==> config.mk <==
export PLATFORM = sky130hd
export DESIGN_NAME = i2c_bus_watch
export DESIGN_NICKNAME = d
export VERILOG_FILES = /design/src/rtl/i2cw_pkg.sv /design/src/rtl/i2cw_sync.sv /design/src/rtl/i2cw_cond_det.sv /design/src/rtl/i2cw_phase.sv /design/src/rtl/i2cw_arb.sv /design/src/rtl/i2c_bus_watch.sv
export SDC_FILE = /design/constraint.sdc
export NUM_CORES = 1
export LEC_CHECK = 0
export ABC_AREA = 1
export BUFFER_PORTS_ARGS = -buffer_cell sky130_fd_sc_hd__buf_2
export CAP_MARGIN = 20
export CORE_UTILIZATION = 45
export DETAILED_ROUTE_END_ITERATION = 6
export PLACE_DENSITY = 0.78
export SETUP_SLACK_MARGIN = 0.05
export SYNTH_ARGS = -nofsm -noshare
export SYNTH_HDL_FRONTEND = slang
export SYNTH_HIERARCHICAL = 1
export SYNTH_SLANG_ARGS = --single-unit
==> constraint.sdc <==
create_clock -name clk -period 1.1 [get_ports clk]
set_input_delay 0.22 -clock clk [delete_from_list [all_inputs] [get_ports clk]]
set_output_delay 0.22 -clock clk [all_outputs]
set_load 0.02 [all_outputs]
==> src/rtl/i2cw_pkg.sv <==
package i2cw_pkg;

    typedef enum logic {
        PH_ADDR = 1'b0,
        PH_DATA = 1'b1
    } phase_e;

    typedef struct packed {
        logic start;
        logic stop;
        logic scl_rise;
    } bus_evt_t;

    // Bus may be claimed after a STOP, or when no condition has been seen.
    function automatic logic free_of(input logic s_flag, input logic p_flag);
        return p_flag | ~s_flag;
    endfunction

endpackage

==> src/rtl/i2cw_sync.sv <==
module i2cw_sync #(
    parameter int W      = 2,
    parameter int STAGES = 2
) (
    input  logic         clk,
    input  logic         rst,
    input  logic [W-1:0] d,
    output logic [W-1:0] q
);
    logic [STAGES-1:0][W-1:0] chain;

    always_ff @(posedge clk) begin
        if (rst) begin
            chain <= '1;
        end else begin
            chain[0] <= d;
            for (int i = 1; i < STAGES; i++) begin
                chain[i] <= chain[i-1];
            end
        end
    end

    assign q = chain[STAGES-1];
endmodule

==> src/rtl/i2cw_cond_det.sv <==
module i2cw_cond_det
    import i2cw_pkg::*;
(
    input  logic     clk,
    input  logic     rst,
    input  logic     en,
    input  logic     scl_s,
    input  logic     sda_s,
    output bus_evt_t evt
);
    logic scl_q, sda_q;

    always_ff @(posedge clk) begin
        if (rst) begin
            scl_q <= 1'b1;
            sda_q <= 1'b1;
        end else begin
            scl_q <= scl_s;
            sda_q <= sda_s;
        end
    end

    always_comb begin
        evt.start    = en & scl_s & scl_q &  sda_q & ~sda_s;
        evt.stop     = en & scl_s & scl_q & ~sda_q &  sda_s;
        evt.scl_rise = en & scl_s & ~scl_q;
    end
endmodule

==> src/rtl/i2cw_phase.sv <==
module i2cw_phase
    import i2cw_pkg::*;
#(
    parameter int ADDR_EDGES = 9
) (
    input  logic     clk,
    input  logic     rst,
    input  logic     en,
    input  bus_evt_t evt,
    output phase_e   phase
);
    localparam int CW = $clog2(ADDR_EDGES + 1);
    localparam logic [CW-1:0] LAST = CW'(ADDR_EDGES - 1);

    logic [CW-1:0] edge_cnt;

    always_ff @(posedge clk) begin
        if (rst || !en || evt.start || evt.stop) begin
            edge_cnt <= '0;
            phase    <= PH_ADDR;
        end else if (evt.scl_rise && phase == PH_ADDR) begin
            if (edge_cnt == LAST) begin
                edge_cnt <= '0;
                phase    <= PH_DATA;
            end else begin
                edge_cnt <= edge_cnt + 1'b1;
            end
        end
    end
endmodule

==> src/rtl/i2cw_arb.sv <==
module i2cw_arb
    import i2cw_pkg::*;
(
    input  logic     clk,
    input  logic     rst,
    input  logic     en,
    input  logic     mst_act,
    input  logic     sda_want,
    input  logic     sda_s,
    input  bus_evt_t evt,
    input  phase_e   phase,
    input  logic     arb_clr,
    output logic     lost,
    output phase_e   lost_phase
);
    logic mismatch;

    // Checked only while releasing SDA: a low seen there belongs to someone else.
    assign mismatch = en & mst_act & sda_want & evt.scl_rise & ~sda_s & ~lost;

    always_ff @(posedge clk) begin
        if (rst) begin
            lost       <= 1'b0;
            lost_phase <= PH_ADDR;
        end else if (mismatch) begin
            lost       <= 1'b1;
            lost_phase <= phase;
        end else if (arb_clr) begin
            lost       <= 1'b0;
        end
    end
endmodule

==> src/rtl/i2c_bus_watch.sv <==
module i2c_bus_watch
    import i2cw_pkg::*;
#(
    parameter int SYNC_STAGES = 2,
    parameter int ADDR_EDGES  = 9
) (
    input  logic clk,
    input  logic rst,
    input  logic en,
    input  logic scl_in,
    input  logic sda_in,
    input  logic mst_act,
    input  logic scl_want,
    input  logic sda_want,
    input  logic byte_done,
    input  logic irq_clr,
    input  logic arb_clr,
    output logic scl_oe,
    output logic sda_oe,
    output logic start_flag,
    output logic stop_flag,
    output logic bus_free,
    output logic irq,
    output logic arb_lost,
    output logic arb_phase
);
    logic [1:0] line_s;
    bus_evt_t   evt;
    phase_e     cur_phase;
    phase_e     loss_phase;

    i2cw_sync #(.W(2), .STAGES(SYNC_STAGES)) u_sync (
        .clk (clk),
        .rst (rst),
        .d   ({scl_in, sda_in}),
        .q   (line_s)
    );

    i2cw_cond_det u_det (
        .clk   (clk),
        .rst   (rst),
        .en    (en),
        .scl_s (line_s[1]),
        .sda_s (line_s[0]),
        .evt   (evt)
    );

    i2cw_phase #(.ADDR_EDGES(ADDR_EDGES)) u_phase (
        .clk   (clk),
        .rst   (rst),
        .en    (en),
        .evt   (evt),
        .phase (cur_phase)
    );

    i2cw_arb u_arb (
        .clk        (clk),
        .rst        (rst),
        .en         (en),
        .mst_act    (mst_act),
        .sda_want   (sda_want),
        .sda_s      (line_s[0]),
        .evt        (evt),
        .phase      (cur_phase),
        .arb_clr    (arb_clr),
        .lost       (arb_lost),
        .lost_phase (loss_phase)
    );

    always_ff @(posedge clk) begin
        if (rst || !en) begin
            start_flag <= 1'b0;
            stop_flag  <= 1'b0;
        end else if (evt.start) begin
            start_flag <= 1'b1;
            stop_flag  <= 1'b0;
        end else if (evt.stop) begin
            start_flag <= 1'b0;
            stop_flag  <= 1'b1;
        end
    end

    always_ff @(posedge clk) begin
        if (rst) begin
            irq <= 1'b0;
        end else if (evt.start || evt.stop || (en && byte_done)) begin
            irq <= 1'b1;
        end else if (irq_clr) begin
            irq <= 1'b0;
        end
    end

    logic drive_ok;
    assign drive_ok  = en & mst_act & ~arb_lost;
    assign sda_oe    = drive_ok & ~sda_want;
    assign scl_oe    = drive_ok & ~scl_want;
    assign bus_free  = free_of(start_flag, stop_flag);
    assign arb_phase = loss_phase;
endmodule

# --- Word-level counts from Yosys, hierarchy flattened ---
# Index checks and enable logic that the tools add are counted.
op_classes:
  n_addsub: 1
  eq_ne: 1
  muxes: 7
  n_bitwise: 24
  n_reduce_logical: 13
ops:
  columns: ["op", "count"]
  rows:
  - ["1-bit bitwise AND", 15]
  - ["1-bit NOT", 8]
  - ["1-bit two-way mux", 6]
  - ["2-bit nonzero test", 3]
  - ["1-bit logical OR", 5]
  - ["4-bit by 1-bit adder with 4-bit output (second input constant)", 1]
  - ["4-bit == test (second input constant)", 1]
  - ["4-bit two-way mux", 1]
  - ["1-bit logical AND", 2]
  - ["2-bit AND reduction", 1]
  - ["2-bit OR reduction", 1]
  - ["1-bit logical NOT", 1]
  - ["1-bit bitwise OR", 1]
totals:
  reg_bits: 16
  in_bits: 11
  out_inout_bits: 8
  word_cells: 57

# --- Depth between registers and ports, before layout ---
depth:
  depth_word: 7
  mapped_depth: 9
  mapped_depth_nobuf: 8

# --- Hierarchy ---
# The synthesis kept the hierarchy.
modules_own_cells:
  columns: ["mod", "instances", "cells_each", "area_each_um2"]
  rows:
  - ["i2cw_phase", 1, 39, 291.5]
  - ["i2c_bus_watch", 1, 22, 145.1]
  - ["i2cw_sync", 1, 15, 131.4]
  - ["i2cw_arb", 1, 18, 110.1]
  - ["i2cw_cond_det", 1, 13, 87.6]

# --- Worst setup path before layout ---
# Ideal clock, no wire load.
synth_path:
  path_type: "register -> register"
  start: "register u_sync.chain (netlist bit u_sync/q[0])"
  end: "register u_phase.edge_cnt[3]"
  arrival_ns: 0.969
  slack_ns: 0.018
  stages_incl_launch_ff: 10
  cell_sequence: "dfxtp_1 buf_4 inv_1 nand2_1 nor2_1 inv_1 nand2_1 nor2_4 nand2_2 nor2_2"
synth_lines:
  columns: ["element", "line_no", "rtl"]
  rows:
  - ["start, declared", "i2cw_sync.sv:10", "logic [STAGES-1:0][W-1:0] chain;"]
  - ["start signal, assigned by index", "i2cw_sync.sv:18", "chain[i] <= chain[i-1];"]
  - ["end signal, assigned", "i2cw_phase.sv:26", "edge_cnt <= edge_cnt + 1'b1;"]
  - ["end, declared", "i2cw_phase.sv:15", "logic [CW-1:0] edge_cnt;"]

# --- Worst setup path in the final report ---
layout_path:
  start: "register u_arb.lost"
  end: "output port scl_oe"
layout_between:
  elab_chain_cells: 3
layout_rtl:
  columns: ["element", "line_no", "rtl"]
  rows:
  - ["start, declared", "i2cw_arb.sv:13", "output logic lost,"]
  - ["start signal, assigned", "i2cw_arb.sv:23", "lost <= 1'b0;"]
  - ["start signal, assigned", "i2cw_arb.sv:26", "lost <= 1'b1;"]
  - ["start signal, assigned", "i2cw_arb.sv:29", "lost <= 1'b0;"]
  - ["1-bit NOT", "i2c_bus_watch.sv:94", "assign drive_ok = en & mst_act & ~arb_lost;"]
  - ["1-bit bitwise AND", "i2c_bus_watch.sv:94", null]
  - ["1-bit bitwise AND", "i2c_bus_watch.sv:96", "assign scl_oe = drive_ok & ~scl_want;"]
  - ["end, declared", "i2c_bus_watch.sv:18", "output logic scl_oe,"]
# Every way passes these cells.

==> metrics <==
CTS buffer count=3; max reg flops=4; worst vdd rail ir drop=640 µV; failing checks=setup timing; fraction of layout cells with a size suffix above 1=0.559; drt total wl=1640 µm; Arr. time, crit path=1020 ps; unrepaired setup endpoints after global routing=yes; combinational share of power=0.118; clock power share=0.343; Int Power=0.849 mW; core area=1540 µm²; Yosys cell types=20; GP Congestion=0.681; DRT antenna net count=0; Setup WS post-layout=-144 ps; Final Hold Viols=0; final setup vio count=3; sw power=0.265 mW; Area contributors post-synth=dfxtp_1, nand2_1, inv_1, nor2_1, nand2_2; FMAX=804 MHz; Startpoint Class=register; Setup CP Type=register to output port; Hold WC Path Type=primary input to register; Clock Tree Root=clkbuf_4; FILL cells=119; syn_nets=120; first-pass GRT wire length=2610 µm; Seq cells post-synth=16; Iter 0 DRT Violations=7; Cell Pwr Density=996 nW/µm²; die area=1870 µm²; Clk Latency, worst-skew pair=280 ps; Setup Skew=2.92 ps; period utilization=1.13; # IOs=19; via count=730; critical path peak fanout=2; sw frac=0.238; dpl cells=142; DRC viols=0; max-cap violation count=0; Via-to-Cell Ratio=4.80; DR pass1 iterations=4; # rows=14; DP HPWL=1060 µm; Synth Warn #=6; Cell Area, Synth=766 µm²; ANT cells=0; Final #Nets=150; antenna violations before repair=0; Initial Util=0.497; Avg Inst Size Synth=7.16 µm²; max-slew violation count=0; largest net degree at the start of global routing=10; GRT overflow=0; Post-Layout Cell Count=152; wire per inst=10.8 µm; clock slew at reported path FFs=90 ps; CTS H-tree depth=1; Sink Count=16; Leakage=0.544 nW; Die W=43.3 µm; Yosys top cell area share=0.418; Port Buffers=18; DP Area=891 µm²; CTS tree=yes; GRT Total Usage=0.192; Synth Instances=107; area leader, netlist=dfxtp_1; Setup crit end kind=output port; sequential fraction of the synthesis area=0.418; status=complete, but fails checks; slew margin rel.=0.862; die height=43.3 µm; Area growth syn-to-layout=46.1%; WP data required=880 ps; sequential power share=0.539; cell area after layout=1120 µm²; crit path time final=1240 ps; vias in the first global route=641; Reg with most FFs=u_phase/edge_cnt; Max Root-Sink Buffers=2; Least-Margin Pin Slew=205 ps
final timing paths:
kind	to	cells past startpoint	slack, ps	from
hold / removal	u_sync/chain[0]	3	100	sda_in
setup / recovery	scl_oe	3	-140	u_arb/lost
hold reg to reg	u_sync/q[0]	2	410	u_sync/chain[0]
setup reg to reg	u_arb/lost_phase	7	20	u_sync/q[1]
metrics by stage:
step / hold WS, ps / total power, mW / utilization / setup WS [ps] / setup TNS [ps]
finish: 105 / 1.11 / 0.726 / -144 / -363
global route: 91.9 / 1.17 / 0.726 / -209 / -710
CTS: 98.6 / 1.11 / 0.657 / -162 / -299
detailed placement: 398 / 0.717 / 0.578 / -8.46 / -8.46
global placement: 391 / 0.713 / 0.578 / 21.7 / 0
floorplan: 282 / 0.675 / - / 22.1 / 0
synthesized netlist by cell type:
cell / number
o21ai_0: 1
nor2_2: 3
o21bai_1: 1
nand2_2: 5
inv_2: 4
nor3_2: 1
a21boi_1: 1
nand2_1: 24
inv_1: 21
nand3b_1: 2
nor2_1: 11
ha_1: 2
nand3_1: 4
buf_4: 2
a21oi_2: 3
or2_1: 2
nor2_4: 1
dfxtp_1: 16
a21oi_1: 2
o21ai_1: 1
area by class of cell:
| type | instances | area, µm² | share of cell area |
|---|---|---|---|
| multi-input combinational | 64 | 437 | 0.390 |
| sequential | 16 | 335 | 0.300 |
| timing repair buffer | 27 | 194 | 0.173 |
| inverter | 25 | 96.3 | 0.0861 |
| clock buffer | 4 | 36.3 | 0.0324 |
| tap | 16 | 20.0 | 0.0179 |
power groups by stage:
stage,Combinational [mW],Clock (mW),Sequential (mW)
after floorplan,0.0620,0,0.613
after global placement,0.103,0,0.611
after detailed placement,0.105,0,0.611
after CTS,0.119,0.394,0.601
after global routing,0.146,0.427,0.601
final,0.131,0.383,0.600
kinds of logic (layout without fill, tap and decap cells):
kind of cell,Yosys count,count (layout),synth area share
adders and majority gates,2,2,0.0327
and+or+nand+nor,53,53,0.327
DFF,16,16,0.418
buffers and inverters,27,56,0.142
AOI/OAI and AO/OA,9,9,0.0801
layer usage:
| metal | part of all wire | vias to the layer above | global-route usage |
|---|---|---|---|
| li1 | - | 373 | - |
| met1 | 0.43 | 333 | 0.228 |
| met2 | 0.51 | 20 | 0.316 |
| met3 | 0.043 | 4 | 0.0383 |
| met4 | 0.016 | 0 | 0.109 |
| met5 | 0 | - | 0 |
worst max-delay path: stages (launching register included):
cell      delay (ps)
dfxtp_2          330
nand3b_1         160
nor2_1           100
buf_4            150
layout by cell type, fill, tap and decap left out, types with 4 or more instances in the layout:
cell / count
inv_1: 18
nand2_1: 18
buf_2: 11
buf_4: 11
dfxtp_2: 9
nor2_1: 7
nand2_2: 7
inv_2: 6
nor2_4: 6
dfxtp_1: 6
buf_6: 5
nand2_4: 4
repair_timing:
action                     in CTS  in global routing
gates resized for setup        21                 28
pin swaps                       4                 11
setup endpoints to repair      10                 16
hold buffers                    0                  0
cloned                          0                  0
setup buffers                   3                  3
Power figures use the tool's default switching activity.
